==> src/rtl/dor_pkg.sv <==
package dor_pkg;

  typedef enum logic [2:0] {
    ST_OPC,
    ST_ADDR,
    ST_DUMMY,
    ST_DATA,
    ST_SKIP
  } rd_state_t;

  localparam logic [7:0] CMD_DUAL_RD   = 8'h3B;
  localparam logic [7:0] CMD_DUAL_RD_W = 8'h3C;

  // Fixed array content: low byte XOR A5h, plus the sum of the higher bytes.
  function automatic logic [7:0] fill_byte(input logic [31:0] a);
    return (a[7:0] ^ 8'hA5) + a[15:8] + a[23:16] + a[31:24];
  endfunction

endpackage

==> src/rtl/dor_pin_sync.sv <==
module dor_pin_sync #(
  parameter int STAGES = 2
) (
  input  logic clk,
  input  logic rst_n,
  input  logic sck,
  input  logic cs_n,
  input  logic io0,
  output logic sck_rise,
  output logic sck_fall,
  output logic cs_idle,
  output logic io0_s
);
  // each stage holds {sck, cs_n, io0}
  logic [2:0] stg [STAGES];
  logic       sck_prev;

  always_ff @(posedge clk or negedge rst_n) begin
    if (!rst_n) begin
      for (int i = 0; i < STAGES; i++) stg[i] <= 3'b010;
      sck_prev <= 1'b0;
    end else begin
      stg[0] <= {sck, cs_n, io0};
      for (int i = 1; i < STAGES; i++) stg[i] <= stg[i-1];
      sck_prev <= stg[STAGES-1][2];
    end
  end

  assign sck_rise = stg[STAGES-1][2] & ~sck_prev;
  assign sck_fall = ~stg[STAGES-1][2] & sck_prev;
  assign cs_idle  = stg[STAGES-1][1];
  assign io0_s    = stg[STAGES-1][0];
endmodule

==> src/rtl/dor_cmd_fsm.sv <==
module dor_cmd_fsm
  import dor_pkg::*;
#(
  parameter int ADDR_BITS  = 10,
  parameter int DUMMY_LONG = 8
) (
  input  logic                 clk,
  input  logic                 rst_n,
  input  logic                 cs_idle,
  input  logic                 rise,
  input  logic                 fall,
  input  logic                 din,
  input  logic                 ext_addr,
  input  logic                 lat_sel,
  output rd_state_t            state,
  output logic                 load,
  output logic [ADDR_BITS-1:0] load_addr,
  output logic                 drive
);
  localparam int SW = (ADDR_BITS - 1 > 7) ? ADDR_BITS - 1 : 7;
  localparam int DW = $clog2(DUMMY_LONG + 1);
  localparam logic [DW-1:0] DLAST = DW'(DUMMY_LONG - 1);

  logic [SW-1:0] shreg;
  logic [SW:0]   sh_next;
  logic [4:0]    bcnt;
  logic [DW-1:0] dcnt;
  logic          wide;
  logic [7:0]    opc_now;
  logic          addr_done;

  assign sh_next   = {shreg, din};
  assign opc_now   = {shreg[6:0], din};
  assign addr_done = rise && (bcnt == (wide ? 5'd31 : 5'd23));
  assign load      = (state == ST_ADDR) && addr_done && !cs_idle;
  assign load_addr = sh_next[ADDR_BITS-1:0];
  assign drive     = (state == ST_DATA) && fall && !cs_idle;

  always_ff @(posedge clk or negedge rst_n) begin
    if (!rst_n) begin
      state <= ST_OPC;
      shreg <= '0;
      bcnt  <= '0;
      dcnt  <= '0;
      wide  <= 1'b0;
    end else if (cs_idle) begin
      state <= ST_OPC;
      bcnt  <= '0;
      dcnt  <= '0;
    end else begin
      if (rise) shreg <= sh_next[SW-1:0];
      case (state)
        ST_OPC: if (rise) begin
          if (bcnt == 5'd7) begin
            bcnt <= '0;
            if (opc_now == CMD_DUAL_RD) begin
              wide  <= ext_addr;
              state <= ST_ADDR;
            end else if (opc_now == CMD_DUAL_RD_W) begin
              wide  <= 1'b1;
              state <= ST_ADDR;
            end else begin
              state <= ST_SKIP;
            end
          end else begin
            bcnt <= bcnt + 5'd1;
          end
        end
        ST_ADDR: if (rise) begin
          if (addr_done) begin
            bcnt  <= '0;
            dcnt  <= '0;
            state <= lat_sel ? ST_DUMMY : ST_DATA;
          end else begin
            bcnt <= bcnt + 5'd1;
          end
        end
        ST_DUMMY: if (fall) begin
          if (dcnt == DLAST) state <= ST_DATA;
          else dcnt <= dcnt + DW'(1);
        end
        default: ;
      endcase
    end
  end
endmodule

==> src/rtl/dor_serializer.sv <==
module dor_serializer #(
  parameter int ADDR_BITS = 10
) (
  input  logic                 clk,
  input  logic                 rst_n,
  input  logic                 cs_idle,
  input  logic                 load,
  input  logic [ADDR_BITS-1:0] load_addr,
  input  logic                 drive,
  input  logic [7:0]           rd_data,
  output logic [ADDR_BITS-1:0] rd_addr,
  output logic [1:0]           dq,
  output logic                 oe,
  output logic [1:0]           pair
);
  logic [5:0] rest;

  always_ff @(posedge clk or negedge rst_n) begin
    if (!rst_n) begin
      rd_addr <= '0;
      rest    <= '0;
      dq      <= '0;
      oe      <= 1'b0;
      pair    <= '0;
    end else if (cs_idle) begin
      oe   <= 1'b0;
      pair <= '0;
    end else if (load) begin
      rd_addr <= load_addr;
      pair    <= '0;
    end else if (drive) begin
      oe   <= 1'b1;
      pair <= pair + 2'd1;
      if (pair == 2'd0) begin
        dq      <= rd_data[7:6];
        rest    <= rd_data[5:0];
        rd_addr <= rd_addr + ADDR_BITS'(1);
      end else begin
        dq   <= rest[5:4];
        rest <= {rest[3:0], 2'b00};
      end
    end
  end
endmodule

==> src/rtl/dor_array.sv <==
module dor_array
  import dor_pkg::*;
#(
  parameter int ADDR_BITS = 10
) (
  input  logic                 clk,
  input  logic                 rst_n,
  input  logic [ADDR_BITS-1:0] addr,
  output logic [7:0]           q
);
  always_ff @(posedge clk or negedge rst_n) begin
    if (!rst_n) q <= '0;
    else        q <= fill_byte(32'(addr));
  end
endmodule

==> src/rtl/dual_read_responder.sv <==
module dual_read_responder
  import dor_pkg::*;
#(
  parameter int ADDR_BITS   = 10,
  parameter int SYNC_STAGES = 2,
  parameter int DUMMY_LONG  = 8
) (
  input  logic       clk,
  input  logic       rst_n,
  input  logic       ext_addr,
  input  logic       lat_sel,
  input  logic       cs_n,
  input  logic       sck,
  input  logic       io0_in,
  output logic [1:0] dq_out,
  output logic [1:0] dq_oe
);
  logic                 sck_rise, sck_fall, cs_idle, io0_s;
  rd_state_t            st;
  logic                 load, drive;
  logic [ADDR_BITS-1:0] load_addr, cur_addr;
  logic [7:0]           rd_data;
  logic                 oe_int;
  logic [1:0]           pair;

  dor_pin_sync #(.STAGES(SYNC_STAGES)) u_sync (
    .clk(clk), .rst_n(rst_n), .sck(sck), .cs_n(cs_n), .io0(io0_in),
    .sck_rise(sck_rise), .sck_fall(sck_fall), .cs_idle(cs_idle), .io0_s(io0_s)
  );

  dor_cmd_fsm #(.ADDR_BITS(ADDR_BITS), .DUMMY_LONG(DUMMY_LONG)) u_fsm (
    .clk(clk), .rst_n(rst_n), .cs_idle(cs_idle), .rise(sck_rise), .fall(sck_fall),
    .din(io0_s), .ext_addr(ext_addr), .lat_sel(lat_sel), .state(st),
    .load(load), .load_addr(load_addr), .drive(drive)
  );

  dor_serializer #(.ADDR_BITS(ADDR_BITS)) u_ser (
    .clk(clk), .rst_n(rst_n), .cs_idle(cs_idle), .load(load), .load_addr(load_addr),
    .drive(drive), .rd_data(rd_data), .rd_addr(cur_addr), .dq(dq_out),
    .oe(oe_int), .pair(pair)
  );

  dor_array #(.ADDR_BITS(ADDR_BITS)) u_mem (
    .clk(clk), .rst_n(rst_n), .addr(cur_addr), .q(rd_data)
  );

  // raw select gates the enables so a deselect releases the lines at once
  assign dq_oe = {2{oe_int & ~cs_n}};
endmodule

==> config.mk <==
export PLATFORM = sky130hd
export DESIGN_NAME = dual_read_responder
export DESIGN_NICKNAME = d
export VERILOG_FILES = /design/src/rtl/dor_pkg.sv /design/src/rtl/dor_pin_sync.sv /design/src/rtl/dor_cmd_fsm.sv /design/src/rtl/dor_serializer.sv /design/src/rtl/dor_array.sv /design/src/rtl/dual_read_responder.sv
export SDC_FILE = /design/constraint.sdc
export NUM_CORES = 1
export LEC_CHECK = 0
export ABC_AREA = 1
export BUFFER_PORTS_ARGS = -buffer_cell sky130_fd_sc_hd__buf_2
export CAP_MARGIN = 10
export CORE_MARGIN = 8
export CORE_UTILIZATION = 44
export CTS_CLUSTER_DIAMETER = 60
export DETAILED_ROUTE_END_ITERATION = 12
export SYNTH_ARGS = -nofsm -noshare
export SYNTH_HDL_FRONTEND = slang
export SYNTH_SLANG_ARGS = --single-unit
==> constraint.sdc <==
create_clock -name clk -period 2.58 [get_ports clk]
set_input_delay 0.516 -clock clk [delete_from_list [all_inputs] [get_ports clk]]
set_output_delay 0.516 -clock clk [all_outputs]
set_load 0.02 [all_outputs]
== Word-level counts from Yosys, hierarchy flattened ==
Cells that the tools add are included.

* Add/subtract/negate cells: 5
* Equality and inequality tests: 16
* Mux-type cells: 37
* Bitwise gates (word level): 9
* Reduce and logical (&&, ||, !) cells: 24

{| class="wikitable"
|+ Operators by type and width
! kind !! count
|-
| $mux W10 || 3
|-
| $mux W3 || 9
|-
| $mux W5 || 5
|-
| $mux W4 || 6
|-
| $ne A3 B2 Y1 const B || 6
|-
| $eq A8 B6 Y1 const B || 2
|-
| $add A10 B1 Y10 const B || 1
|-
| $pmux W5 S2 || 1
|-
| $reduce_and A5 Y1 || 2
|-
| $pmux W3 S3 || 1
|-
| $reduce_and A3 Y1 || 3
|-
| $reduce_bool A3 Y1 || 3
|-
| $add A8 B2 Y8 || 1
|-
| $mux W2 || 4
|-
| $pmux W4 S2 || 1
|-
| $reduce_bool A2 Y1 || 4
|-
| $reduce_and A7 Y1 || 1
|-
| $eq A3 B2 Y1 const B || 2
|-
| $mux W1 || 6
|-
| $mux W6 || 1
|-
| $add A5 B1 Y5 const B || 1
|-
| $eq A5 B3 Y1 const B || 1
|-
| $eq A5 B5 Y1 || 1
|-
| $logic_and A1 B1 Y1 || 5
|-
| 14 further kinds || 21
|}

* Register bits: 58
* Output and inout bits: 4

== Logic depth before layout (Yosys ltp) ==
Gate-level depths: netlist of run 1.

* Depth after elaboration: 7
* Mapped depth: 10
* Depth with buffers taken out: 10

== Modules after synthesis ==
From an unflattened synthesis of run 1, not the netlist that was laid out.

* Cell total of the unflattened synthesis: 405
* Area, all modules: 3181.8 µm²

{| class="wikitable"
|+ Modules (own cells, without submodules)
! module !! instances !! cells each !! area an instance (µm²) !! seq. area each (µm²)
|-
| dor_cmd_fsm || 1 || 179 || 1348.8 || 550.5
|-
| dor_serializer || 1 || 164 || 1203.7 || 525.5
|-
| dor_array || 1 || 48 || 419.2 || 200.2
|-
| dor_pin_sync || 1 || 11 || 192.7 || 177.7
|-
| dual_read_responder || 1 || 3 || 17.5 || 0.0
|}

== Worst setup path before layout of run 1 ==
No wires, ideal clock.

* Path kind: register to register
* From: register u_ser.rd_addr[0]
* To: register u_mem.q[6]
* Setup time: 0.124 ns
* Arrival: 1.573 ns
* Path slack: 0.883 ns
* Stages on the path, launching flop included: 8
* Buffers on the path: 0
* Path through: dfrtp_1 inv_1 ha_1 inv_1 fa_1 nor3_1 nand3_1 xor2_1

* Longest elaborated chain between the ends: 2

{| class="wikitable"
|+ RTL lines
! element !! RTL line !! source
|-
| from (decl) || dor_serializer.sv:11 || <nowiki>output logic [ADDR_BITS-1:0] rd_addr,</nowiki>
|-
| from (signal assigned) || dor_serializer.sv:29 || <nowiki>rd_addr <= load_addr;</nowiki>
|-
| from (signal assigned) || dor_serializer.sv:37 || <nowiki>rd_addr <= rd_addr + ADDR_BITS'(1);</nowiki>
|-
| $not A4 Y4 (no source line) || -- ||
|-
| $add A8 B2 Y8 || dor_pkg.sv:16 || <nowiki>return (a[7:0] ^ 8'hA5) + a[15:8] + a[23:16] + a[31:24];</nowiki>
|-
| to (signal assigned) || dor_array.sv:13 || <nowiki>else q <= fill_byte(32'(addr));</nowiki>
|-
| to (decl) || dor_array.sv:9 || <nowiki>output logic [7:0] q</nowiki>
|}

Every way passes these cells.
A chain may end at the register's enable or synchronous reset.

== Worst setup path after layout of run 1 ==
* From: register u_sync.stg (netlist bit u_sync.cs_idle)
* To: register u_fsm.shreg[3]

* Longest elaborated chain between the ends: 2

{| class="wikitable"
|+ RTL lines
! element !! RTL line !! source
|-
| from (decl) || dor_pin_sync.sv:15 || <nowiki>logic [2:0] stg [STAGES];</nowiki>
|-
| $not A1 Y1 (no source line) || -- ||
|-
| $reduce_and A2 Y1 (no source line) || -- ||
|-
| to (signal assigned) || dor_cmd_fsm.sv:51 || <nowiki>if (rise) shreg <= sh_next[SW-1:0];</nowiki>
|-
| to (decl) || dor_cmd_fsm.sv:24 || <nowiki>logic [SW-1:0] shreg;</nowiki>
|}

Every way passes these cells.

==> reports/metrics.cfg, run 1 <==
[cts]
clk_path_buf_depth = 2
cts_sinks = 58
cts.htree.levels = 3
cts-buffers-inserted = 9
clockRootBuffer = clkbuf_8
clk_pin_slew_ns = 0.07
tritoncts = built
insertion_delay_ns = 0.33
cts_setup_buffers = 0

[detailed_routing]
drt_iter0_markers = 114
vias_per_cell = 4.71
wirelength_um = 5750
route.detailed.drc = 0
routed-via-count = 2292
drt.antenna.violating_nets = 0
firstDrtPassIters = 4
wl_per_cell_um = 11.8

[worst_setup_path]
arrival_ns = 2.10
worstPathMaxFanout = 16
path_cells = inv_1, nand2_1, mux2_2
crit_family = flip-flops
critical_path_buf_inv_count = 1
cpMaxStageDelayCell = dfstp_2
cp.required_ns = 2.79
cp-start-kind = flip-flop
max_stage_delay_ns = 0.67
cp-end-kind = flip-flop
path_class = flip-flop to flip-flop

[layout]
final.fill_count = 678
layout-drive-gt1-share_pct = 19.1
final_nets = 397
syn_to_final_growth_pct = 10.1
fin_util_pct = 49.0
antenna_cells = 0

[sta]
finalWorstSetupSlack_ns = 0.688
maxSlewHeadroom_pct = 52.5
fin_crit_sh_pct = 73.3
slew_viol_final = 0
worst_slew_pin_slew_ns = 0.713
skew_ns = 0.0106
fin_tns_setup_ns = 0
final.min_clock_period_ns = 1.89
fmax_mhz = 529
hold_ws_ns = 0.292
rsz0062_at_grt = no
setup_viol = 0
hold_violations = 0

[logic_synthesis]
netlist_top_cells_count = nand2_1 (101), dfrtp_1 (56), inv_1 (46)
synth_ff_type = dfrtp_1
syn_area_mm2 = 0.00316
syn_inst = 370
synthesis.nets = 384
ys_seq_area_share_pct = 46.1
synth_area_per_cell_um2 = 8.53
ys_async_sr_fraction_pct = 100
yosysTopAreaCellShare_pct = 44.4
synthDistinctLibCells = 37
synth_warnings = 0
ys_seq_elements = 58
synthTopCellsByArea = dfrtp_1 (44%), nand2_1 (12%), nand3_2 (6.7%)
synth_edf_count = 0
yosysMostFrequentCell = nand2_1
yosys.area.top_type = dfrtp_1

[power_and_ir_drop]
p_leak_nw = 1.77
pwr_density_cell_mw_per_mm2 = 621
ir_drop_mv = 0.247

[global_routing]
grt_pass1_vias = 2281
grt_pass1_wl_um = 10400
grtUsageTotal_pct = 12.9
overflow = 0
grt_max_degree = 57
antenna_found_initial = 0

[die]
die_h_um = 101
core_area_mm2 = 0.00710
design.die.area_mm2 = 0.0101
core.rowCount = 31
io_pins = 11
fp.dieW_um = 101
start_util_pct = 44.5

[worst_hold_path]
hp-class = input port to flip-flop

[place]
gp_congestion = 0.847
portBuffers = 10
hpwl_um = 4110
pre_cts_ws_ns = 0.717

[run]
cap_violations = 0

[run_status]
status = completed

==> worst paths after layout <==
kind / startpoint / endpoint / slack [ns] / cells after the start
max: u_sync.cs_idle / u_fsm.shreg[3] / 0.69 / 3
min: io0_in / u_sync.stg[3] / 0.29 / 1
max reg2reg: u_sync.cs_idle / u_fsm.shreg[3] / 0.69 / 3
min reg2reg: u_sync.stg[3] / u_sync.io0_s / 0.35 / 0
max in group asynchronous: rst_n / u_fsm.shreg[1] / 1.19 / 3
min in group asynchronous: rst_n / u_ser.oe / 0.51 / 2
==> area by class of cell <==
cell class | count | area, um2 | area share (%)
timing repair buffer | 12 | 67.6 | 1.94
tap | 99 | 124 | 3.57
multi-input combinational | 249 | 1410 | 40.5
inverter | 53 | 204 | 5.87
clock inverter | 5 | 77.6 | 2.23
sequential | 58 | 1450 | 41.8
clock buffer | 11 | 141 | 4.07
==> flip-flops by register name (all words and copies together), names as in the netlist <==
register / count
u_fsm.shreg: 9
u_sync.cs_idle: 1
u_ser.oe: 1
u_fsm.dcnt: 4
u_fsm.state: 3
u_sync.sck_prev: 1
u_ser.pair: 2
u_fsm.bcnt: 5
u_sync.stg: 4
u_ser.dq: 2
u_ser.rest: 6
u_sync.io0_s: 1
u_ser.rd_addr: 10
u_mem.q: 8
u_fsm.wide: 1
==> cells in the final DEF, fill, tap and decap left out, types with 2 or more instances in the layout <==
cell type	n
nand2_1	101
dfrtp_1	56
inv_1	46
nand3_1	26
nand3_2	21
nor2_1	18
o21ai_1	14
o21ai_0	13
xor2_1	10
clkbuf_8	10
buf_2	10
nand4_1	8
a21oi_1	6
inv_2	6
ha_1	6
nor2_2	5
nor3_1	3
nor2_4	3
mux2_2	2
nand2_4	2
or2_2	2
bufinv_16	2
clkinv_2	2
dfstp_2	2
==> layer usage <==
metal	part of all wire (%)	global-route usage (%)
met3	2.1	2.76
met2	44	19.3
met5	0	0
met4	1.8	7.44
met1	52	16.8
==> timing repair <==
action                    4_1_cts  5_1_grt
hold buffers                    1        0
hold endpoints to repair        1        0
resized for setup               0        0
==> worst reg2reg max path, delay by kind of cell (launching register included) <==
kind,cells,cell delay (ns)
flops,1,0.67
simple gates,1,0.45
mux,1,0.39
buf+inv,1,0.26
==> through the flow <==
step	power [mW]	area, um2	instances
2_1_floorplan	1.18	3160	370
4_1_cts	2.19	3470	487
3_3_place_gp	1.24	3250	470
3_5_place_dp	1.25	3250	470
6_report	2.16	3470	487
5_1_grt	2.27	3470	487
==> kinds of logic (layout without fill, tap and decap cells) <==
| group | Yosys count | count (layout) | share of synthesized area [%] |
|---|---|---|---|
| adders and majority gates | 7 | 7 | 3.01 |
| AOI/OAI and AO/OA | 35 | 35 | 5.79 |
| and+or+nand+nor | 195 | 195 | 32.3 |
| xor gates and xnor gates | 10 | 10 | 2.78 |
| buffers and inverters | 63 | 81 | 9.36 |
| DFF | 58 | 58 | 46.1 |
| muxes | 2 | 2 | 0.714 |
==> power by group <==
| group | switching, mW | total [mW] | internal, mW |
|---|---|---|---|
| clock | 0.361 | 0.928 | 0.567 |
| sequential | 0.0586 | 1.03 | 0.974 |
| combinational | 0.128 | 0.197 | 0.0694 |
Power figures use the tool's default switching activity.
==> run 2: changes to the inputs <==
Clock period 2.58 ns to 1.5 ns, I/O delays scaled along.
==> run 2 against run 1 <==
Net effect: first-iteration DRC count grew 5.3%; non-clock buffer count grew 29; clock power grew 33%; clock skew shrank 0.0024 ns; final cell count grew 6.2%; largest power group unchanged; highest routed layer unchanged; utilization grew 4.3 points; setup slack lost 0.68 ns; final area grew 8.9%.
==> reports/metrics.cfg, run 2 (synthesized netlist as in run 1, its figures left out) <==
[worst_setup_path]
arrival_ns = 1.71
cp.required_ns = 1.72
cp-startpoint = u_ser.rd_addr[0]
cp-start-kind = flip-flop
path_class = flip-flop to flip-flop
worstPathMaxFanout = 2
reg2reg_from = u_ser.rd_addr[0]
cp-end-kind = flip-flop

[place]
pre_cts_ws_ns = -0.0151
placed_cell_area_mm2 = 0.00343
portBuffers = 10
gp_congestion = 0.815
hpwl_um = 4410
place_inst = 490

[detailed_routing]
wl_met2_um = 3050
drt-met1-wl_um = 3000
routed-via-count = 2505
wl_met3_um = 171
route.detailed.drc = 0
topRoutingLayerUsed = met4
firstDrtPassIters = 4
wirelength_um = 6330
wl_per_cell_um = 12.2
vias_per_cell = 4.85
drt_iter0_markers = 120
drt.antenna.violating_nets = 0

[layout]
final_common_cell = nand2_1
stdcell_count = 517
layout-drive-gt1-share_pct = 28.7
syn_to_final_growth_pct = 19.9
final_area_mm2 = 0.00378
antenna_cells = 0
final.fill_count = 687
final_nets = 427
final_cell_mix = nand2_1 (96), dfrtp_1 (56), inv_1 (42), buf_4 (25)
reg_top3 = u_ser.rd_addr: 10 flops, u_fsm.shreg: 9 flops, u_mem.q: 8 flops
largest_reg_flops = 10
regMostFlops = u_ser.rd_addr

[sta]
hold_violations = 0
maxSlewHeadroom_pct = 77.5
fmax_mhz = 671
slew_viol_final = 0
final.min_clock_period_ns = 1.49
worst_slew_pin_slew_ns = 0.335
finalWorstSetupSlack_ns = 0.00983
fin_crit_sh_pct = 99.3
setup_viol = 0
skew_ns = 0.00824
rsz0062_at_grt = yes
hold_ws_ns = 0.0693

[die]
start_util_pct = 44.5
core_area_mm2 = 0.00710
core.rowCount = 31
die_h_um = 101
design.die.area_mm2 = 0.0101
io_pins = 11
fp.dieW_um = 101

[worst_hold_path]
worstHoldStart = io0_in
hp-class = input port to flip-flop

[power_and_ir_drop]
p_leak_nw = 1.91
ir_drop_mv = 0.771
p_total_mw = 3.43
pwr_density_cell_mw_per_mm2 = 906

[cts]
cts_sinks = 58
clk_pin_slew_ns = 0.06
insertion_delay_ns = 0.33
tritoncts = built
clockRootBuffer = clkbuf_8
cts-buffers-inserted = 9
clk_path_buf_depth = 2
cts.htree.levels = 3

[run_status]
status = completed

[global_routing]
overflow = 0
grt_pass1_vias = 2303
grt_pass1_wl_um = 10500
grtUsageTotal_pct = 13.1
grt_max_degree = 47
antenna_found_initial = 0

[run]
cap_violations = 0

## run 2: timing repair
item | 4_1_cts | 5_1_grt
gates cloned | 0 | 1
gates resized for setup | 0 | 28
hold buffers | 1 | 0
pin swaps | 0 | 12
buffers inserted | 0 | 9
setup endpoints to repair | 2 | 30
endpoints found under the hold margin | 11 | 0
## run 2: routing by layer
metal  up-vias  GRT usage [%]
met3        12           2.83
li1       1261              -
met1      1205           16.7
met4         0           6.86
met2        27           20.2
met5         -              0
## run 2: layout make-up
cell class	count	area, um2	share of cell area, %
sequential	58	1450	38.4
clock buffer	16	160	4.23
multi-input combinational	250	1510	40.0
timing repair buffer	41	322	8.50
inverter	53	210	5.56
tap	99	124	3.27
## run 2: per-stage QoR
stage / setup TNS (ns) / util, %
after CTS: -0.0349 / 50.7
after global placement: 0 / 48.3
after global routing: -1.27 / 53.3
after floorplan: -0.0301 / -
final: 0 / 53.3
after detailed placement: -0.0151 / 48.3
## run 2: final timing paths
| kind | endpoint | slack [ns] | depth (start not counted) |
|---|---|---|---|
| max in group asynchronous | u_sync.cs_idle | 0.51 | 3 |
| max | u_mem.q[6] | 0.01 | 7 |
| min reg2reg | u_sync.io0_s | 0.35 | 0 |
| min | u_sync.stg[3] | 0.07 | 1 |
| max reg2reg | u_mem.q[6] | 0.01 | 7 |
| min in group asynchronous | u_fsm.bcnt[1] | 0.41 | 2 |
## run 2: worst max-delay path: stages (launching register included)
cell	delay (ns)
dfrtp_1	0.39
inv_2	0.08
ha_4	0.14
inv_2	0.04
fa_2	0.36
nor3_4	0.13
nand3_1	0.10
xor2_1	0.14
## run 2: power by group
group          switching (mW)  leakage (nW)  internal (mW)
clock network           0.576        0.0790          0.650
registers              0.0910         0.751           1.68
logic                   0.266          1.08          0.167
total                   0.933          1.91           2.49
